--- src/rtl/cache_pkg.sv ---
package cache_pkg;
   typedef enum logic [1:0] {
      ST_IDLE,
      ST_LOOK,
      ST_MISS,
      ST_RESP
   } cache_state_e;
endpackage

--- src/rtl/cache_tag_match.sv ---
module cache_tag_match #(
   parameter int WAYS  = 2,
   parameter int TAG_W = 6,
   parameter int WAY_W = 1
) (
   input  logic [WAYS*TAG_W-1:0] set_tags,
   input  logic [WAYS-1:0]       set_valid,
   input  logic [TAG_W-1:0]      look_tag,
   output logic [WAYS-1:0]       match,
   output logic                  hit,
   output logic [WAY_W-1:0]      hit_way
);
   for (genvar w = 0; w < WAYS; w++) begin : g_cmp
      assign match[w] = set_valid[w] && (set_tags[w*TAG_W +: TAG_W] == look_tag);
   end

   always_comb begin
      hit     = |match;
      hit_way = '0;
      for (int w = 0; w < WAYS; w++) begin
         if (match[w]) hit_way = WAY_W'(w);
      end
   end
endmodule

--- src/rtl/cache_victim_pick.sv ---
module cache_victim_pick #(
   parameter int WAYS  = 2,
   parameter int WAY_W = 1
) (
   input  logic [WAYS-1:0]  set_valid,
   input  logic [WAY_W-1:0] rr_ptr,
   output logic [WAY_W-1:0] victim
);
   logic found;

   always_comb begin
      victim = rr_ptr;
      found  = 1'b0;
      for (int w = 0; w < WAYS; w++) begin
         if (!set_valid[w] && !found) begin
            victim = WAY_W'(w);
            found  = 1'b1;
         end
      end
   end
endmodule

--- src/rtl/assoc_cache.sv ---
module assoc_cache
   import cache_pkg::*;
#(
   parameter int ADDR_W     = 12,
   parameter int LINES      = 8,
   parameter int LINE_BYTES = 16,
   parameter int WAYS       = 2,
   parameter int CNT_W      = 16
) (
   input  logic                       clk,
   input  logic                       rst_n,
   input  logic                       cpu_req,
   input  logic [ADDR_W-1:2]          cpu_word_addr,
   output logic                       cpu_ready,
   output logic                       cpu_rvalid,
   output logic [31:0]                cpu_rdata,
   output logic                       mem_req,
   output logic [ADDR_W-1:$clog2(LINE_BYTES)] mem_addr,
   input  logic                       mem_fill_valid,
   input  logic [LINE_BYTES*8-1:0]    mem_fill_data,
   output logic [CNT_W-1:0]           hit_count,
   output logic [CNT_W-1:0]           miss_count
);
   localparam int WORD_W = 32;
   localparam int LINE_W = LINE_BYTES * 8;
   localparam int OFF_W  = $clog2(LINE_BYTES);
   localparam int WSEL_W = OFF_W - 2;
   localparam int SETS   = LINES / WAYS;
   localparam int IDX_W  = (SETS > 1) ? $clog2(SETS) : 0;
   localparam int SET_W  = (SETS > 1) ? $clog2(SETS) : 1;
   localparam int PTR_N  = 2 ** SET_W;
   localparam int WAY_W  = (WAYS > 1) ? $clog2(WAYS) : 1;
   localparam int LIDX_W = (LINES > 1) ? $clog2(LINES) : 1;
   localparam int TAG_W  = ADDR_W - OFF_W - IDX_W;

   // elaboration-time parameter checks
   if ((WAYS & (WAYS - 1)) != 0 || WAYS < 1 || WAYS > LINES) begin : g_bad_ways
      $error("WAYS must be a power of two no larger than LINES");
   end
   if ((LINES & (LINES - 1)) != 0) begin : g_bad_lines
      $error("LINES must be a power of two");
   end
   if (LINE_BYTES < 8 || (LINE_BYTES & (LINE_BYTES - 1)) != 0) begin : g_bad_line
      $error("LINE_BYTES must be a power of two of at least 8");
   end
   if (TAG_W < 1) begin : g_bad_tag
      $error("ADDR_W too small for this geometry");
   end

   cache_state_e             state_q;
   logic [ADDR_W-1:2]        addr_q;
   logic [WAY_W-1:0]         victim_q;
   logic [LINES-1:0]         valid_q;
   logic [TAG_W-1:0]         tag_q  [LINES];
   logic [LINE_W-1:0]        data_q [LINES];
   logic [WAY_W-1:0]         ptr_q  [PTR_N];

   logic [SET_W-1:0]         set_idx;
   logic [TAG_W-1:0]         req_tag;
   logic [WSEL_W-1:0]        word_sel;
   logic [WAYS*TAG_W-1:0]    set_tags;
   logic [WAYS-1:0]          set_valid;
   logic [WAYS-1:0]          match;
   logic                     hit;
   logic [WAY_W-1:0]         hit_way;
   logic [WAY_W-1:0]         victim;
   logic [LIDX_W-1:0]        rd_line;
   logic [LIDX_W-1:0]        fill_line;

   function automatic logic [LIDX_W-1:0] line_of(input logic [SET_W-1:0] s,
                                                 input logic [WAY_W-1:0] w);
      line_of = LIDX_W'(int'(s) * WAYS + int'(w));
   endfunction

   // address decode of the held request
   if (SETS > 1) begin : g_indexed
      assign set_idx = addr_q[OFF_W +: IDX_W];
   end else begin : g_single_set
      assign set_idx = '0;
   end
   assign req_tag  = addr_q[ADDR_W-1 -: TAG_W];
   assign word_sel = addr_q[OFF_W-1:2];

   for (genvar w = 0; w < WAYS; w++) begin : g_gather
      assign set_tags[w*TAG_W +: TAG_W] = tag_q[line_of(set_idx, WAY_W'(w))];
      assign set_valid[w]               = valid_q[line_of(set_idx, WAY_W'(w))];
   end

   cache_tag_match #(.WAYS(WAYS), .TAG_W(TAG_W), .WAY_W(WAY_W)) u_match (
      .set_tags (set_tags),
      .set_valid(set_valid),
      .look_tag (req_tag),
      .match    (match),
      .hit      (hit),
      .hit_way  (hit_way)
   );

   cache_victim_pick #(.WAYS(WAYS), .WAY_W(WAY_W)) u_victim (
      .set_valid(set_valid),
      .rr_ptr   (ptr_q[set_idx]),
      .victim   (victim)
   );

   assign fill_line = line_of(set_idx, victim_q);
   assign rd_line   = (state_q == ST_RESP) ? fill_line : line_of(set_idx, hit_way);

   // control
   always_ff @(posedge clk or negedge rst_n) begin
      if (!rst_n) begin
         state_q    <= ST_IDLE;
         addr_q     <= '0;
         victim_q   <= '0;
         valid_q    <= '0;
         hit_count  <= '0;
         miss_count <= '0;
         for (int s = 0; s < PTR_N; s++) ptr_q[s] <= '0;
      end else begin
         case (state_q)
            ST_IDLE: if (cpu_req) begin
               addr_q  <= cpu_word_addr;
               state_q <= ST_LOOK;
            end
            ST_LOOK: if (hit) begin
               hit_count <= hit_count + CNT_W'(1);
               state_q   <= ST_IDLE;
            end else begin
               miss_count <= miss_count + CNT_W'(1);
               victim_q   <= victim;
               state_q    <= ST_MISS;
            end
            ST_MISS: if (mem_fill_valid) begin
               valid_q[fill_line] <= 1'b1;
               ptr_q[set_idx]     <= (victim_q == WAY_W'(WAYS - 1)) ? '0
                                                                    : victim_q + WAY_W'(1);
               state_q            <= ST_RESP;
            end
            default: state_q <= ST_IDLE;
         endcase
      end
   end

   // line storage, no reset needed behind the valid bits
   always_ff @(posedge clk) begin
      if (state_q == ST_MISS && mem_fill_valid) begin
         tag_q[fill_line]  <= req_tag;
         data_q[fill_line] <= mem_fill_data;
      end
   end

   assign cpu_ready  = (state_q == ST_IDLE);
   assign cpu_rvalid = ((state_q == ST_LOOK) && hit) || (state_q == ST_RESP);
   assign cpu_rdata  = data_q[rd_line][{word_sel, 5'd0} +: WORD_W];
   assign mem_req    = (state_q == ST_MISS);
   assign mem_addr   = addr_q[ADDR_W-1:OFF_W];


   single_match_chk: assert property (@(posedge clk) disable iff (!rst_n)
      (state_q == ST_LOOK) |-> $onehot0(match));


   rvalid_pulse_chk: assert property (@(posedge clk) disable iff (!rst_n)
      cpu_rvalid |=> (!cpu_rvalid && cpu_ready));


   mem_hold_chk: assert property (@(posedge clk) disable iff (!rst_n)
      (mem_req && !mem_fill_valid) |=> (mem_req && $stable(mem_addr)));


   accept_busy_chk: assert property (@(posedge clk) disable iff (!rst_n)
      (cpu_req && cpu_ready) |=> !cpu_ready);


   miss_cnt_chk: assert property (@(posedge clk) disable iff (!rst_n)
      $rose(mem_req) |-> (miss_count == $past(miss_count) + CNT_W'(1)));


   hit_cnt_chk: assert property (@(posedge clk) disable iff (!rst_n)
      (cpu_rvalid && !$past(mem_req)) |=> (hit_count == $past(hit_count) + CNT_W'(1)));
endmodule

--- config.mk ---
export PLATFORM = sky130hd
export DESIGN_NAME = assoc_cache
export DESIGN_NICKNAME = d
export VERILOG_FILES = /design/src/rtl/cache_pkg.sv /design/src/rtl/cache_tag_match.sv /design/src/rtl/cache_victim_pick.sv /design/src/rtl/assoc_cache.sv
export SDC_FILE = /design/constraint.sdc
export NUM_CORES = 1
export LEC_CHECK = 0
export BUFFER_PORTS_ARGS = -buffer_cell sky130_fd_sc_hd__buf_2
export CORE_MARGIN = 1
export CORE_UTILIZATION = 61
export CTS_CLUSTER_DIAMETER = 40
export DETAILED_ROUTE_END_ITERATION = 8
export PLACE_DENSITY = 0.79
export SLEW_MARGIN = 15
export SYNTH_ARGS = -nofsm -noshare
export SYNTH_HDL_FRONTEND = slang
export SYNTH_HIERARCHICAL = 1
export SYNTH_SLANG_ARGS = --single-unit
--- constraint.sdc ---
create_clock -name clk -period 10.45 [get_ports clk]
set_clock_uncertainty 0.1 [all_clocks]
set_input_delay 0.5225 -clock clk [delete_from_list [all_inputs] [get_ports clk]]
set_output_delay 0.5225 -clock clk [all_outputs]
set_load 0.1 [all_outputs]
## After elaboration in Yosys (flattened, before gate mapping)

Memories as Yosys holds them, arrays and structs flattened.
Cells that the tools add are included.

| cells by class | value |
|---|---|
| multiplexer cells | 23 |
| shift operators | 1 |
| add/sub/neg operators | 6 |
| equality and inequality tests | 7 |
| bitwise operators | 3 |
| $lt $le $gt $ge | 6 |
| reductions and logical operators | 16 |

Operator list:

| kind | number |
|---|---|
| 128-bit by 8-bit indexed part select with 32-bit output | 1 |
| 16-bit by 1-bit adder with 16-bit output (second input constant) | 2 |
| 6-bit == test | 2 |
| 3-bit by 4-bit < comparator with 1-bit output (second input constant) | 3 |
| 1-bit two-way mux | 12 |
| 2-bit AND reduction | 5 |
| 8-bit OR | 1 |
| 1-bit logical AND | 7 |
| 3-bit by 1-bit adder with 3-bit output | 2 |
| 2-bit two-way mux | 3 |
| 2-bit case mux with 3 select lines | 1 |
| 1-bit binary-select mux with 2-bit select | 2 |
| 4-bit bitwise mux | 1 |
| 2-bit == test (second input constant) | 2 |
| 3-bit by 1-bit adder with 3-bit output (second input constant) | 1 |
| 1-bit binary-select mux with 3-bit select | 1 |
| 1-bit demux with 3-bit select | 1 |
| 3-bit by 1-bit greater-or-equal comparator with 1-bit output (second input constant) | 1 |
| 3-bit greater-or-equal comparator (second input constant) | 1 |
| 3-bit by 1-bit < comparator with 1-bit output (second input constant) | 1 |
| 3-bit two-way mux | 1 |
| 2-bit NOT with 3-bit output | 1 |
| 1-bit demux with 2-bit select | 1 |
| 2-bit by 1-bit == test with 1-bit output (second input constant) | 1 |
| other kinds (8) | 8 |

| word-level totals | value |
|---|---|
| word-level logic and storage cells | 74 |
| register bits after elaboration | 57 |
| RAM bits | 1072 |
| output and inout bits | 75 |
| memories kept | 2 |

Memory list:

| name | words | width | read ports | clocked after Yosys merged registers in | wr ports | line | source |
|---|---|---|---|---|---|---|---|
| data_q | 8 | 128 | 1 | 0 | 1 | assoc_cache.sv:55 | `logic [LINE_W-1:0] data_q [LINES];` |
| tag_q | 8 | 6 | 2 | 0 | 1 | assoc_cache.sv:54 | `logic [TAG_W-1:0] tag_q [LINES];` |

## Logic depth before layout (Yosys ltp)

An unclocked memory read counts as a cell.

| depth | value |
|---|---|
| depth after elaboration | 9 |
| mapped depth | 17 |
| gate-level depth less buffers | 10 |

## Modules after synthesis

The synthesis kept the hierarchy.

By module, submodules not included:

| module | area each (µm²) | cells each | seq. area each (µm²) | instances |
|---|---|---|---|---|
| assoc_cache | 43928.4 | 2256 | 33617.2 | 1 |
| cache_tag_match | 156.4 | 18 | 0.0 | 1 |
| cache_victim_pick | 11.3 | 2 | 0.0 | 1 |

## Worst setup path before layout

Ideal clock, no wire load.

| timing | value |
|---|---|
| path kind | reg2reg |
| start point | register state_q[1] |
| end point | register valid_q[6] |
| slack | 1678 ps |
| data required time | 10249 ps |
| data arrival time | 8571 ps |
| stages on the path, launching flop included | 7 |
| cell sequence | dfrtp_1 > buf_2 > nor2b_1 > and2_1 > nand3_1 > nor2_1 > or2_2 |

| on the way | value |
|---|---|
| cells in the longest elaborated chain, start to end | 2 |

Ends and longest elaborated chain:

| item | line | source |
|---|---|---|
| from (decl) | assoc_cache.sv:50 | `cache_state_e state_q;` |
| from (signal assigned) | assoc_cache.sv:110 | `state_q <= ST_IDLE;` |
| from (signal assigned) | assoc_cache.sv:121 | `state_q <= ST_LOOK;` |
| from (signal assigned) | assoc_cache.sv:125 | `state_q <= ST_IDLE;` |
| 2-bit == test | -- |  |
| named net mem_req | assoc_cache.sv:17 | `output logic mem_req,` |
| 2-bit AND reduction (no source line) | -- |  |
| to (signal assigned) | assoc_cache.sv:113 | `valid_q <= '0;` |
| to (signal, indexed assignment) | assoc_cache.sv:132 | `valid_q[fill_line] <= 1'b1;` |
| to (decl) | assoc_cache.sv:53 | `logic [LINES-1:0] valid_q;` |

The timed path passes the listed nets, and every way through them passes these cells.
A chain may end at the register's enable or synchronous reset.

## Final worst setup path

| timing | value |
|---|---|
| start point | register addr_q[4] in the netlist's numbering |
| end point | output port cpu_rdata[20] |

| on the way | value |
|---|---|
| cells in the longest elaborated chain, start to end | 9 |
| elaborated cells between the ends (all ways) | 12 |
| those cells by class | add/sub (3); eq/ne (1); shift (1); mux (4); reduce/logical (1); memory (2) |

Ends and longest elaborated chain:

| item | line | source |
|---|---|---|
| from (decl) | assoc_cache.sv:51 | `logic [ADDR_W-1:2] addr_q;` |
| from (signal assigned) | assoc_cache.sv:120 | `addr_q <= cpu_word_addr;` |
| 3-bit by 1-bit adder with 3-bit output | assoc_cache.sv:72 | `line_of = LIDX_W'(int'(s) * WAYS + int'(w));` |
| memory read 8 x 6 bit | -- |  |
| named net set_tags[6] | assoc_cache.sv:61 | `logic [WAYS*TAG_W-1:0] set_tags;` |
| 6-bit == test | cache_tag_match.sv:14 | `assign match[w] = set_valid[w] && (set_tags[w*TAG_W +: TAG_W] == look_tag);` |
| 1-bit logical AND | cache_tag_match.sv:14 |  |
| 1-bit two-way mux | cache_tag_match.sv:21 | `if (match[w]) hit_way = WAY_W'(w);` |
| named net hit_way | assoc_cache.sv:65 | `logic [WAY_W-1:0] hit_way;` |
| 3-bit by 1-bit adder with 3-bit output | assoc_cache.sv:72 |  |
| 3-bit two-way mux | assoc_cache.sv:105 | `assign rd_line = (state_q == ST_RESP) ? fill_line : line_of(set_idx, hit_way);` |
| memory read 8 x 128 bit | -- |  |
| 128-bit by 8-bit indexed part select with 32-bit output | assoc_cache.sv:152 | `assign cpu_rdata = data_q[rd_line][{word_sel, 5'd0} +: WORD_W];` |
| to (decl) | assoc_cache.sv:16 | `output logic [31:0] cpu_rdata,` |

The timed path passes the listed nets, and every way through them passes these cells. The select of a mux whose other input is x is not followed.

==> flow_summary.toml <==
[floorplan]
chipWidth_um = 271
ioPinCount = 217
core_sq_mm = 0.0715
std_cell_rows = 98
fp.dieArea_sq_mm = 0.0734
initial_utilization = 0.617
die_h_um = 271

[route]
routed_wl_um = 105000
wl_per_cell_um = 28.2
drt-pass1-iter-count = 5
vias = 24070
via_per_inst = 6.50
drt-initial-drc-count = 2786
ant_nets = 0
drc = 0

[final_layout]
syn2layout_area_growth_pct = 16.0
nFillCells = 4044
drive_above_1_share = 0.244
nets = 2782
stdcell_count = 3701

[cts]
clkTransAtPathRegs_ns = 0.06
numCtsBuffers = 121
cts_root_buf = "clkbuf_16"
clock_latency_ns = 0.69
cts-htree-levels = 3
clkSinkCount = 1129
clock_path_buffers = 3
cts_tree = "yes"

[worst_setup_path]
startpoint_type = "flip-flop"
criticalPathCategory = "flip-flop to output pin"
worstPathRequired_ns = 9.83
slowest_delay_ns = 0.93
end_kind = "output pin"
cp_cell_sequence = "buf_4, mux4_2, xnor2_1, nand4_1, nor4_2, a21bo_2, and2_2, buf_4, nor2_2, o221ai_1, o211ai_1, buf_2"
path_common_cell = "buf_4"
cp.arrival_ns = 6.05
crit_fanout = 62
cp_slowest_cell = "nor2_2"

[timing]
slew_headroom = 0.197
drv_slew = 0
setup_violations = 0
hold_slack_ns = 0.0292
hold_viol = 0
timing.final.crit_period_ns = 6.67
grt_setup_unrepaired = "false"
fin_crit_sh = 0.638
fin_tns_setup_ns = 0
tightest_slew_ns = 1.20
fmax_ghz = 0.150

[global_routing]
grt_usage = 0.286
grt_pass1_wl_um = 156000
antenna_found_initial = 11
grt_max_degree = 147
overflow = 0
grt_pass1_vias = 24923

[logic_synthesis]
netlist_area_sq_mm = 0.0441
yosysWarnings = 6
syn_inst = 2275
synth_nets = 2419
avgSynthCellArea_sq_um = 19.4

[placed_design]
portBuffers = 216
dpl.hpwl_um = 53600
dp_cells = 3343
gp_congestion = 0.810

[power]
p_leak_nw = 17.5
cellPowerDensity_mw_per_mm2 = 290
ir_drop_mv = 0.575

[run_status]
run_status = "completed"

[worst_hold_path]
hp-class = "input port to flip-flop"

[run]
drv_cap = 0
[registers in the layout, indices dropped and copies added, names as in the netlist]
| signal | cells |
|---|---|
| addr_q | 10 |
| data_q | 1024 |
| hit_count | 16 |
| miss_count | 16 |
| ptr_q | 4 |
| state_q | 2 |
| tag_q | 48 |
| valid_q | 8 |
| victim_q | 1 |
[repair_timing]
item	in CTS	in global routing
buffers inserted	0	0
resized for setup	0	0
hold buffers	122	0
hold endpoints to repair	917	0
setup endpoints to repair	0	0
[layout make-up]
cell class              count  area (sq um)  share of cell area
flip-flops and latches   1129         33600               0.657
multi-input cells         996          9540               0.187
clock buffers             138          3170              0.0619
repair buffers            380          2680              0.0524
well taps                 950          1190              0.0232
clock inverters            90           897              0.0175
inverters                  10          37.5            0.000734
diodes                      8          20.0            0.000391
[placed cells by master (no fill, tap or decap), drive strengths merged, types with 29 or more instances in the layout]
cell and n:
edfxtp 1072, buf 258, mux2i 249, clkbuf 138, dlygate4sd3 122, mux4 102, mux2 86, o22ai 65
dfrtp 57, clkinv 52, nand2 46, a22oi 46, o221ai 43, nor2 38, a21oi 37, xnor2 29
o21ai 29
[power by group]
group,internal [W],total (W),switching [W]
clock network,0.00246,0.00427,0.00181
registers,0.00533,0.00560,0.000267
logic,0.00151,0.00499,0.00348
total,0.00930,0.0149,0.00556
[metal layers]
metal  vias up  GRT usage  share of wire
met5         -          0        0.00066
met4        10      0.111          0.035
met3       269     0.0612          0.094
met2      1411      0.462           0.49
met1     12288      0.385           0.38
li1      10092          -              -
[worst paths after layout]
kind | from | end | slack [ns] | depth (start not counted)
max in group asynchronous | rst_n | addr_q[4]$_DFFE_PN0P_ | 9.20 | 3
min in group asynchronous | rst_n | ptr_q[0]$_DFFE_PN0P_ | 0.46 | 3
worst min register to register | valid_q[6]$_DFFE_PN0P_ | valid_q[6]$_DFFE_PN0P_ | 0.37 | 1
worst min-delay path | mem_fill_data[112] | data_q[5][112]$_DFFE_PP_ | 0.03 | 1
worst max register to register | addr_q[5]$_DFFE_PN0P_ | data_q[4][56]$_DFFE_PP_ | 4.66 | 6
worst max-delay path | addr_q[4]$_DFFE_PN0P_ | cpu_rdata[20] | 3.78 | 12
[critical path: cells and delay by family (launching register included)]
family,cells,cell delay [ns]
mux,1,0.61
compound gates,3,0.93
buf+inv,3,1.59
xor+xnor,1,0.15
flops,1,0.52
simple gates,4,1.50
[per-stage QoR]
stage          total power, W  area, sq um   util  worst slack (ns)
6_report               0.0149        51200  0.716              3.78
5_1_grt                0.0153        51100  0.716              3.68
4_1_cts                0.0148        51100  0.715              3.88
3_5_place_dp           0.0105        45900  0.641              4.62
3_3_place_gp           0.0104        45900  0.641              4.73
2_1_floorplan         0.00948        44100      -              1.68
Note: power is estimated with default switching activity, not from simulation.
